<file path="src/rtl/gpio_irq_pkg.sv">
package gpio_irq_pkg;

    localparam int ADDR_W  = 12;
    localparam int N_LINES = 2;

    localparam logic [ADDR_W-1:0] OFS_RAW_A   = 12'h024;
    localparam logic [ADDR_W-1:0] OFS_RAW_B   = 12'h028;
    localparam logic [ADDR_W-1:0] OFS_MSK_A   = 12'h02C;
    localparam logic [ADDR_W-1:0] OFS_MSK_B   = 12'h030;
    localparam logic [ADDR_W-1:0] OFS_SETEN_A = 12'h034;
    localparam logic [ADDR_W-1:0] OFS_SETEN_B = 12'h038;
    localparam logic [ADDR_W-1:0] OFS_CLREN_A = 12'h03C;
    localparam logic [ADDR_W-1:0] OFS_CLREN_B = 12'h040;
    localparam logic [ADDR_W-1:0] OFS_LOW     = 12'h140;
    localparam logic [ADDR_W-1:0] OFS_HIGH    = 12'h144;
    localparam logic [ADDR_W-1:0] OFS_RISE    = 12'h148;
    localparam logic [ADDR_W-1:0] OFS_FALL    = 12'h14C;

    typedef enum logic [3:0] {
        SEL_NONE,
        SEL_RAW_A,
        SEL_RAW_B,
        SEL_MSK_A,
        SEL_MSK_B,
        SEL_SETEN_A,
        SEL_SETEN_B,
        SEL_CLREN_A,
        SEL_CLREN_B,
        SEL_LOW,
        SEL_HIGH,
        SEL_RISE,
        SEL_FALL
    } reg_sel_e;

    function automatic reg_sel_e decode_ofs(input logic [ADDR_W-1:0] a);
        reg_sel_e s;
        unique case (a)
            OFS_RAW_A:   s = SEL_RAW_A;
            OFS_RAW_B:   s = SEL_RAW_B;
            OFS_MSK_A:   s = SEL_MSK_A;
            OFS_MSK_B:   s = SEL_MSK_B;
            OFS_SETEN_A: s = SEL_SETEN_A;
            OFS_SETEN_B: s = SEL_SETEN_B;
            OFS_CLREN_A: s = SEL_CLREN_A;
            OFS_CLREN_B: s = SEL_CLREN_B;
            OFS_LOW:     s = SEL_LOW;
            OFS_HIGH:    s = SEL_HIGH;
            OFS_RISE:    s = SEL_RISE;
            OFS_FALL:    s = SEL_FALL;
            default:     s = SEL_NONE;
        endcase
        return s;
    endfunction

endpackage

</file>
<file path="src/rtl/gpio_irq_regs.sv">
module gpio_irq_regs
    import gpio_irq_pkg::*;
#(
    parameter int NPINS = 32
) (
    input  logic              clk,
    input  logic              rst_n,
    input  logic              bus_wr,
    input  logic [ADDR_W-1:0] bus_addr,
    input  logic [NPINS-1:0]  bus_wdata,
    output reg_sel_e          sel,
    output logic [NPINS-1:0]  det_low,
    output logic [NPINS-1:0]  det_high,
    output logic [NPINS-1:0]  det_rise,
    output logic [NPINS-1:0]  det_fall,
    output logic [NPINS-1:0]  en_a,
    output logic [NPINS-1:0]  en_b,
    output logic [NPINS-1:0]  st_clr
);

    assign sel = decode_ofs(bus_addr);

    always_ff @(posedge clk) begin
        if (!rst_n) begin
            det_low  <= '0;
            det_high <= '0;
            det_rise <= '0;
            det_fall <= '0;
            en_a     <= '0;
            en_b     <= '0;
        end else if (bus_wr) begin
            unique case (sel)
                SEL_LOW:     det_low  <= bus_wdata;
                SEL_HIGH:    det_high <= bus_wdata;
                SEL_RISE:    det_rise <= bus_wdata;
                SEL_FALL:    det_fall <= bus_wdata;
                SEL_SETEN_A: en_a     <= en_a | bus_wdata;
                SEL_SETEN_B: en_b     <= en_b | bus_wdata;
                SEL_CLREN_A: en_a     <= en_a & ~bus_wdata;
                SEL_CLREN_B: en_b     <= en_b & ~bus_wdata;
                default:     ;
            endcase
        end
    end

    always_comb begin
        st_clr = '0;
        if (bus_wr && (sel == SEL_MSK_A || sel == SEL_MSK_B))
            st_clr = bus_wdata;
    end

    // ones written to a set port appear in the enable vector next cycle
    assert_en_set_R9: assert property (@(posedge clk) disable iff (!rst_n)
        (bus_wr && sel == SEL_SETEN_A) |=> ((en_a & $past(bus_wdata)) == $past(bus_wdata)));

    // ones written to a clear port vanish from the enable vector
    assert_en_clr_R9: assert property (@(posedge clk) disable iff (!rst_n)
        (bus_wr && sel == SEL_CLREN_B) |=> ((en_b & $past(bus_wdata)) == '0));

    // an all-zero write to a set or clear port changes nothing
    assert_en_zero_R9: assert property (@(posedge clk) disable iff (!rst_n)
        (bus_wr && bus_wdata == '0 && (sel == SEL_SETEN_A || sel == SEL_CLREN_A))
        |=> $stable(en_a));

endmodule

</file>
<file path="src/rtl/gpio_edge_detect.sv">
module gpio_edge_detect #(
    parameter int NPINS = 32
) (
    input  logic             clk,
    input  logic             rst_n,
    input  logic [NPINS-1:0] pin_lvl,
    input  logic [NPINS-1:0] det_low,
    input  logic [NPINS-1:0] det_high,
    input  logic [NPINS-1:0] det_rise,
    input  logic [NPINS-1:0] det_fall,
    output logic [NPINS-1:0] ev
);

    logic [NPINS-1:0] prev_lvl;

    always_ff @(posedge clk) begin
        if (!rst_n) prev_lvl <= '0;
        else        prev_lvl <= pin_lvl;
    end

    for (genvar p = 0; p < NPINS; p++) begin : g_pin
        logic is_lo, is_hi, went_up, went_dn;
        always_comb begin
            is_lo   = det_low[p]  & ~pin_lvl[p];
            is_hi   = det_high[p] &  pin_lvl[p];
            went_up = det_rise[p] &  pin_lvl[p] & ~prev_lvl[p];
            went_dn = det_fall[p] & ~pin_lvl[p] &  prev_lvl[p];
            ev[p]   = is_lo | is_hi | went_up | went_dn;
        end
    end

    // with no kind armed on any pin no condition is reported
    assert_quiet_R4: assert property (@(posedge clk) disable iff (!rst_n)
        ((det_low | det_high | det_rise | det_fall) == '0) |-> (ev == '0));

endmodule

</file>
<file path="src/rtl/gpio_irq_status.sv">
module gpio_irq_status
    import gpio_irq_pkg::*;
#(
    parameter int NPINS = 32
) (
    input  logic             clk,
    input  logic             rst_n,
    input  logic [NPINS-1:0] ev,
    input  logic [NPINS-1:0] st_clr,
    input  logic [NPINS-1:0] en_a,
    input  logic [NPINS-1:0] en_b,
    output logic [NPINS-1:0] raw,
    output logic [N_LINES-1:0] irq
);

    logic [NPINS-1:0] line_en [N_LINES];

    assign line_en[0] = en_a;
    assign line_en[1] = en_b;

    always_ff @(posedge clk) begin
        if (!rst_n) raw <= '0;
        else        raw <= (raw & ~st_clr) | ev;
    end

    for (genvar k = 0; k < N_LINES; k++) begin : g_line
        always_ff @(posedge clk) begin
            if (!rst_n) irq[k] <= 1'b0;
            else        irq[k] <= |(raw & line_en[k]);
        end

        // each line follows its masked status one cycle later
        assert_line_R10: assert property (@(posedge clk) disable iff (!rst_n)
            1'b1 |=> (irq[k] == $past(|(raw & line_en[k]))));
    end

    // any detected condition is latched, even against a clear
    assert_set_wins_R8: assert property (@(posedge clk) disable iff (!rst_n)
        1'b1 |=> ((raw & $past(ev)) == $past(ev)));

    // cleared bits without a fresh condition read zero next cycle
    assert_clear_R7: assert property (@(posedge clk) disable iff (!rst_n)
        1'b1 |=> ((raw & $past(st_clr & ~ev)) == '0));

    // a set bit with no clear stays set
    assert_hold_R4: assert property (@(posedge clk) disable iff (!rst_n)
        1'b1 |=> ((raw & $past(raw & ~st_clr)) == $past(raw & ~st_clr)));

endmodule

</file>
<file path="src/rtl/gpio_pin_irq_unit.sv">
module gpio_pin_irq_unit
    import gpio_irq_pkg::*;
#(
    parameter int NPINS = 32
) (
    input  logic              clk,
    input  logic              rst_n,
    input  logic [NPINS-1:0]  pin_lvl,
    input  logic              bus_wr,
    input  logic [ADDR_W-1:0] bus_addr,
    input  logic [NPINS-1:0]  bus_wdata,
    output logic [NPINS-1:0]  bus_rdata,
    output logic              irq_line0,
    output logic              irq_line1
);

    reg_sel_e         sel;
    logic [NPINS-1:0] det_low, det_high, det_rise, det_fall;
    logic [NPINS-1:0] en_a, en_b, st_clr, ev, raw;
    logic [N_LINES-1:0] irq;

    gpio_irq_regs #(.NPINS(NPINS)) u_regs (
        .clk(clk), .rst_n(rst_n), .bus_wr(bus_wr), .bus_addr(bus_addr),
        .bus_wdata(bus_wdata), .sel(sel), .det_low(det_low),
        .det_high(det_high), .det_rise(det_rise), .det_fall(det_fall),
        .en_a(en_a), .en_b(en_b), .st_clr(st_clr)
    );

    gpio_edge_detect #(.NPINS(NPINS)) u_det (
        .clk(clk), .rst_n(rst_n), .pin_lvl(pin_lvl), .det_low(det_low),
        .det_high(det_high), .det_rise(det_rise), .det_fall(det_fall),
        .ev(ev)
    );

    gpio_irq_status #(.NPINS(NPINS)) u_stat (
        .clk(clk), .rst_n(rst_n), .ev(ev), .st_clr(st_clr),
        .en_a(en_a), .en_b(en_b), .raw(raw), .irq(irq)
    );

    assign irq_line0 = irq[0];
    assign irq_line1 = irq[1];

    always_comb begin
        bus_rdata = '0;
        unique case (sel)
            SEL_RAW_A, SEL_RAW_B:     bus_rdata = raw;
            SEL_MSK_A:                bus_rdata = raw & en_a;
            SEL_MSK_B:                bus_rdata = raw & en_b;
            SEL_SETEN_A, SEL_CLREN_A: bus_rdata = en_a;
            SEL_SETEN_B, SEL_CLREN_B: bus_rdata = en_b;
            SEL_LOW:                  bus_rdata = det_low;
            SEL_HIGH:                 bus_rdata = det_high;
            SEL_RISE:                 bus_rdata = det_rise;
            SEL_FALL:                 bus_rdata = det_fall;
            default:                  bus_rdata = '0;
        endcase
    end

    // writes aimed at the raw offsets never clear status
    assert_raw_ro_R12: assert property (@(posedge clk) disable iff (!rst_n)
        (bus_wr && (sel == SEL_RAW_A || sel == SEL_RAW_B)) |=> ((raw & $past(raw)) == $past(raw)));

endmodule

</file>
<file path="config.mk">
export PLATFORM = sky130hd
export DESIGN_NAME = gpio_pin_irq_unit
export DESIGN_NICKNAME = d
export VERILOG_FILES = /design/src/rtl/gpio_irq_pkg.sv /design/src/rtl/gpio_irq_regs.sv /design/src/rtl/gpio_edge_detect.sv /design/src/rtl/gpio_irq_status.sv /design/src/rtl/gpio_pin_irq_unit.sv
export SDC_FILE = /design/constraint.sdc
export NUM_CORES = 1
export LEC_CHECK = 0
export BUFFER_PORTS_ARGS = -buffer_cell sky130_fd_sc_hd__buf_2
export CAP_MARGIN = 0
export CORE_MARGIN = 3
export CORE_UTILIZATION = 40
export DETAILED_ROUTE_END_ITERATION = 10
export GPL_ROUTABILITY_DRIVEN = 1
export GPL_TIMING_DRIVEN = 0
export PLACE_DENSITY = 0.57
export SYNTH_ARGS = -nofsm -noshare
export SYNTH_HDL_FRONTEND = slang
export SYNTH_SLANG_ARGS = --single-unit
</file>
<file path="constraint.sdc">
create_clock -name clk -period 3.31 [get_ports clk]
set_input_delay 0.662 -clock clk [delete_from_list [all_inputs] [get_ports clk]]
set_output_delay 0.662 -clock clk [all_outputs]
set_load 0.02 [all_outputs]
</file>
# == After elaboration in Yosys (flattened, before gate mapping) ==
# Cells that the tools add are included.
# totals
regBits,258
latch_bits,0
ramBits,0
romBits,0
input_bits,79
out_inout_bits,34
mem_count,0
# classes
add_sub_neg,0
multipliers,0
div,0
n_lt_le_gt_ge,0
eq_ne,24
shifts,0
muxes,5
bitwise,362
n_reduce_logical,15
# ops
op,count
one-hot mux 32 bit (9 select lines),1
AND 1 bit,192
AND 32 bit,5
one-hot mux 32 bit (2 select lines),2
bitwise OR 1 bit,96
bitwise OR 32 bit,3
"== test 12 x 6 -> 1 bit, second input constant",7
NOT 1 bit,64
NOT 32 bit,2
OR reduction 32 bit,2
"== test 12 x 9 -> 1 bit, second input constant",4
one-hot mux 4 bit (12 select lines),1
two-way mux 32 bit,1
"== test 4 bit, second input constant",5
"== test 4 x 3 -> 1 bit, second input constant",4
"== test 12 x 7 -> 1 bit, second input constant",1
AND reduction 2 bit,6
"== test 4 x 2 -> 1 bit, second input constant",2
OR reduction 2 bit,3
"== test 4 x 1 -> 1 bit, second input constant",1
nonzero test 2 bit,2
logical AND 1 bit,1
logical OR 1 bit,1

# == Logic depth before layout (Yosys ltp) ==
# logic_depth
word_depth,9
mapped_depth,8

# == Modules after synthesis ==
# A second synthesis with hierarchy kept.
# unflattened
cells_unflattened,1524
hier_area_um2,13108.8
# modules_own_cells
mod,instances,cells_each,area_each_um2
gpio_irq_regs,1,824,7524.7
gpio_pin_irq_unit,1,361,2472.4
gpio_edge_detect,1,195,1656.6
gpio_irq_status,1,144,1455.1

# == Least setup slack after synthesis ==
# OpenSTA, ideal clock, no wires.
# synth_path
kind,input-to-output
startpoint,in bus_addr[4]
endpoint,out bus_rdata[10]
arrival_ns,2.528
required_ns,2.648
slack_ns,0.120
cell_stages,6
path_buffers,2
path_cell_list,buf_2 -> or4b_4 -> nor2_1 -> clkbuf_1 -> a21oi_1 -> o21ai_0
# synth_between
elab_chain_cells,5
word_cells_on_any_way,29
# synth_rtl
element,line_no,text
"start, declared",gpio_pin_irq_unit.sv:10,"input logic [ADDR_W-1:0] bus_addr,"
"== test 12 x 9 -> 1 bit, or another cell as far along",gpio_irq_pkg.sv:37,unique case (a)
one-hot mux 4 bit (12 select lines) *,gpio_irq_pkg.sv:37,
"== test 4 x 3 -> 1 bit, or another cell as far along",gpio_pin_irq_unit.sv:45,unique case (sel)
OR reduction 2 bit,gpio_pin_irq_unit.sv:45,
one-hot mux 32 bit (9 select lines) *,gpio_pin_irq_unit.sv:45,
"end, declared",gpio_pin_irq_unit.sv:12,"output logic [NPINS-1:0] bus_rdata,"
# Mark *: on every way between the ends. The rest lies on a longest branch, timed or not.

# == Worst setup path in the final report ==
# layout_path
startpoint,in bus_addr[5]
endpoint,out bus_rdata[3]
# The elaborated chain is that of the path after synthesis.

==> results.yml <==
routing:
  drt-total-wl_um: 58000
  vias_per_cell: 6.16
  wire_per_inst_um: 25.8
  drcViolationCount: 0
  dr_total_vias: 13844
  first_pass_iters: 8
  drt_iter0_drc: 1634
  ant_nets: 0
cells_and_area:
  fin_cells: 2247
  drive_above_1_share_pct: 16.5
  final_util_pct: 48.9
  fillerInstances: 3201
  nNetsFinal: 1872
  area_delta_synth_final_pct: 18.8
cts:
  cts_tree: "done"
  cts.clk_slew.worst_paths_ns: 0.06
  clockBufferDepth: 3
  cts.sinks: 258
  clkLatencyLatePin_ns: 0.58
  h-tree-depth: 1
  root_buffer: "clkbuf_16"
  numCtsBuffers: 30
sta:
  rsz0062_at_grt: "true"
  tns_ns: -0.110
  hold_violations: 0
  tightest_slew_ns: 1.10
  skew_ns: 0.0252
  finalWorstSetupSlack_ns: -0.0567
  slew_headroom_pct: 26.8
  finalCritPeriodShare_pct: 102
  fin_hold_ws_ns: 0.314
  slew_viol_final: 0
  min_period_ns: 3.37
  fmax_mhz: 297
  setup_viol: 3
worst_setup_path:
  startpoint: "bus_addr[5]"
  cp_top_family: "buffers and inverters"
  required_ns: 2.65
  path_max_fanout: 5
  crit_top_cell: "buf_6"
  cp-start-kind: "primary input"
  path_class: "in -> out"
  crit_chain: "buf_2 > nor4b_4 > buf_6 > a32oi_2 > nor3_4 > buf_4 > clkbuf_8 > a222oi_1 > nand2_1 > buf_6"
  critPathSlowestCell: "a222oi_1"
  end_kind: "output pin"
  cp.arrival_ns: 2.70
  path_buf_inv: 5
  r2r-start: "u_stat.raw[10]"
  crit_path_max_incr_delay_ns: 0.52
grt:
  grt_usage_pct: 31.6
  grt_first_pass_wirelength_um: 85200
  overflow: 0
  grt_pass1_vias: 13058
  antenna_found_initial: 1
  grt_max_degree: 16
power:
  p_per_area_nw_per_um2: 455
  pwr-share-seq_pct: 45.2
  pwr-share-comb_pct: 7.6
  p_leak_uw: 0.00568
  pwr-share-clk_pct: 47.2
  netSwitchingFraction_pct: 25.2
  p_int_uw: 5320
  ir_drop_mv: 0.392
  netSwitchingPower_uw: 1800
floorplanning:
  row_count: 65
  start_util_pct: 41.1
  die_area_um2: 35100
  coreArea_um2: 32000
  ios: 113
  die_w_um: 187
  die_y_um: 187
synthesis:
  avgSynthCellArea_um2: 7.92
  synthAdderAreaFrac_pct: 0
  synth_edf_count: 0
  synthSimpleGateAreaFrac_pct: 18.7
  yosysWarnings: 0
  ys_types: 53
  ys_seq_elements: 258
  synth_compound_area_share_pct: 32.0
  syn-num-nets: 1739
  netlist_instances: 1660
  syn_area_um2: 13200
  synth-xor-area-share_pct: 0
  synth.area.mux_share_pct: 2.74
  yosysSeqAreaShare_pct: 39.3
  synthFlopType: "dfxtp_1"
  ys_async_sr_fraction_pct: 0
  synth_top_family_by_area: "compound AO/OA/AOI/OAI gates"
placed_design:
  placedCellCount: 2172
  port_buffers: 77
  hpwl_um: 41000
  pre_cts_slack_ns: -1.47
  gp_congestion: 1.00
worst_hold_path:
  hold_class: "in -> reg"
  hp-start: "pin_lvl[17]"
job:
  max_cap_violations: 0
run_status:
  status: "finished with violations"
  violations: "negative setup slack"
synthesized netlist by cell type, types with 5 or more instances:
| cell type | count | area, µm² |
|---|---|---|
| and3_1 | 22 | 138 |
| o22ai_1 | 8 | 50.1 |
| inv_1 | 69 | 259 |
| nor2_1 | 38 | 143 |
| mux2_2 | 32 | 360 |
| o211ai_1 | 24 | 180 |
| a31oi_1 | 49 | 307 |
| nand4_1 | 13 | 81.3 |
| a22o_1 | 25 | 219 |
| nand2_1 | 337 | 1260 |
| o221ai_1 | 5 | 43.8 |
| a222oi_1 | 12 | 120 |
| a211oi_1 | 32 | 240 |
| nand4b_1 | 23 | 201 |
| a21oi_1 | 75 | 375 |
| nor3_1 | 37 | 185 |
| a32oi_1 | 23 | 201 |
| dfxtp_1 | 258 | 5160 |
| a21o_1 | 33 | 248 |
| buf_4 | 5 | 37.5 |
| and2_1 | 33 | 206 |
| buf_2 | 50 | 250 |
| a21boi_1 | 78 | 586 |
| a22oi_1 | 31 | 233 |
| o2111ai_1 | 17 | 149 |
| a21boi_0 | 83 | 623 |
| o21ai_0 | 75 | 375 |
| o21ai_1 | 30 | 150 |
| clkbuf_1 | 100 | 375 |
| nand3_1 | 7 | 35.0 |
repair_timing:
action                                  in CTS  in global routing
endpoints found under the setup margin      32                 32
setup buffers                               13                 11
hold buffers                                 0                  0
pin swaps                                   15                 15
gates resized for setup                     96                 42
gates cloned                                 1                  0
cell families (layout without fill, tap and decap cells):
family	count (synthesis)	in the layout
multiplexers	32	32
other	0	1
buffers and inverters	229	380
flip-flops	258	258
AO/OA/AOI/OAI	612	612
AND/OR/NAND/NOR	529	529
worst paths after layout:
kind / slack, ns / cells after the start / end
setup reg to reg: 1.52 / 4 / u_stat.irq[1]
hold / removal: 0.31 / 2 / u_det.prev_lvl[17]
hold reg to reg: 0.47 / 2 / u_regs.det_rise[14]
setup / recovery: -0.06 / 10 / bus_rdata[3]
worst register-to-register path, cell delays in order, from the launching register on:
cell	delay, ns
dfxtp_1	0.37
a22o_1	0.27
a221oi_1	0.25
nand3_1	0.22
o41a_1	0.52
layer usage:
layer / vias to the layer above / global-route usage (%) / wire (µm)
met1: 6742 / 43.4 / 24900
met4: 0 / 12.6 / 2670
met2: 731 / 49.6 / 25500
met5: - / 0 / 0
li1: 6229 / - / -
met3: 142 / 5.10 / 4870
cell type report:
| type | instances | area [µm²] | area share, % |
|---|---|---|---|
| Inverter | 69 | 259 | 1.66 |
| Multi-Input combinational cell | 1173 | 7180 | 45.9 |
| Clock inverter | 7 | 121 | 0.777 |
| Buffer | 159 | 902 | 5.77 |
| Antenna cell | 1 | 2.50 | 0.0160 |
| Sequential cell | 258 | 5160 | 33.1 |
| Tap cell | 435 | 544 | 3.48 |
| Clock buffer | 43 | 850 | 5.44 |
| Timing Repair Buffer | 102 | 603 | 3.86 |
power groups by stage:
stage          combinational (µW)  clock, µW  sequential, µW
2_1_floorplan                 282          0            3250
3_3_place_gp                  487          0            3280
3_5_place_dp                  493          0            3280
6_report                      539       3360            3220
4_1_cts                       518       3390            3210
5_1_grt                       573       3510            3220
placed cells by master, fill, tap and decap left out, drive strengths merged, types with 2 or more instances in the layout:
| cell type | Yosys | final |
|---|---|---|
| a32oi | 23 | 23 |
| and2 | 33 | 33 |
| nand2 | 337 | 337 |
| a211oi | 32 | 32 |
| nor4b | 2 | 2 |
| nand3 | 7 | 7 |
| a222oi | 12 | 12 |
| nor4 | 5 | 5 |
| nand4b | 23 | 23 |
| or4b | 2 | 2 |
| a21o | 33 | 33 |
| o32ai | 2 | 2 |
| or3 | 4 | 4 |
| dfxtp | 258 | 258 |
| o2111ai | 17 | 17 |
| o221ai | 5 | 5 |
| a22o | 25 | 25 |
| inv | 69 | 69 |
| o21ai | 105 | 105 |
| a22oi | 31 | 31 |
| nor3 | 38 | 38 |
| mux2 | 32 | 32 |
| clkinv | 0 | 4 |
| nor2 | 38 | 38 |
| buf | 60 | 165 |
| o22ai | 8 | 8 |
| a31oi | 49 | 49 |
| a21boi | 161 | 161 |
| clkbuf | 100 | 139 |
| and3 | 22 | 22 |
| nand4 | 13 | 13 |
| a21oi | 75 | 75 |
| bufinv | 0 | 3 |
| o22a | 2 | 2 |
| a221oi | 3 | 3 |
| o211ai | 24 | 24 |
per-stage QoR:
stage                     cell area, µm²  total power (µW)
after floorplan                    13200              3540
after global placement             14100              3770
after detailed placement           14100              3770
after CTS                          15500              7120
after global routing               15600              7300
final                              15600              7120
(Power assumes the default switching activity.)
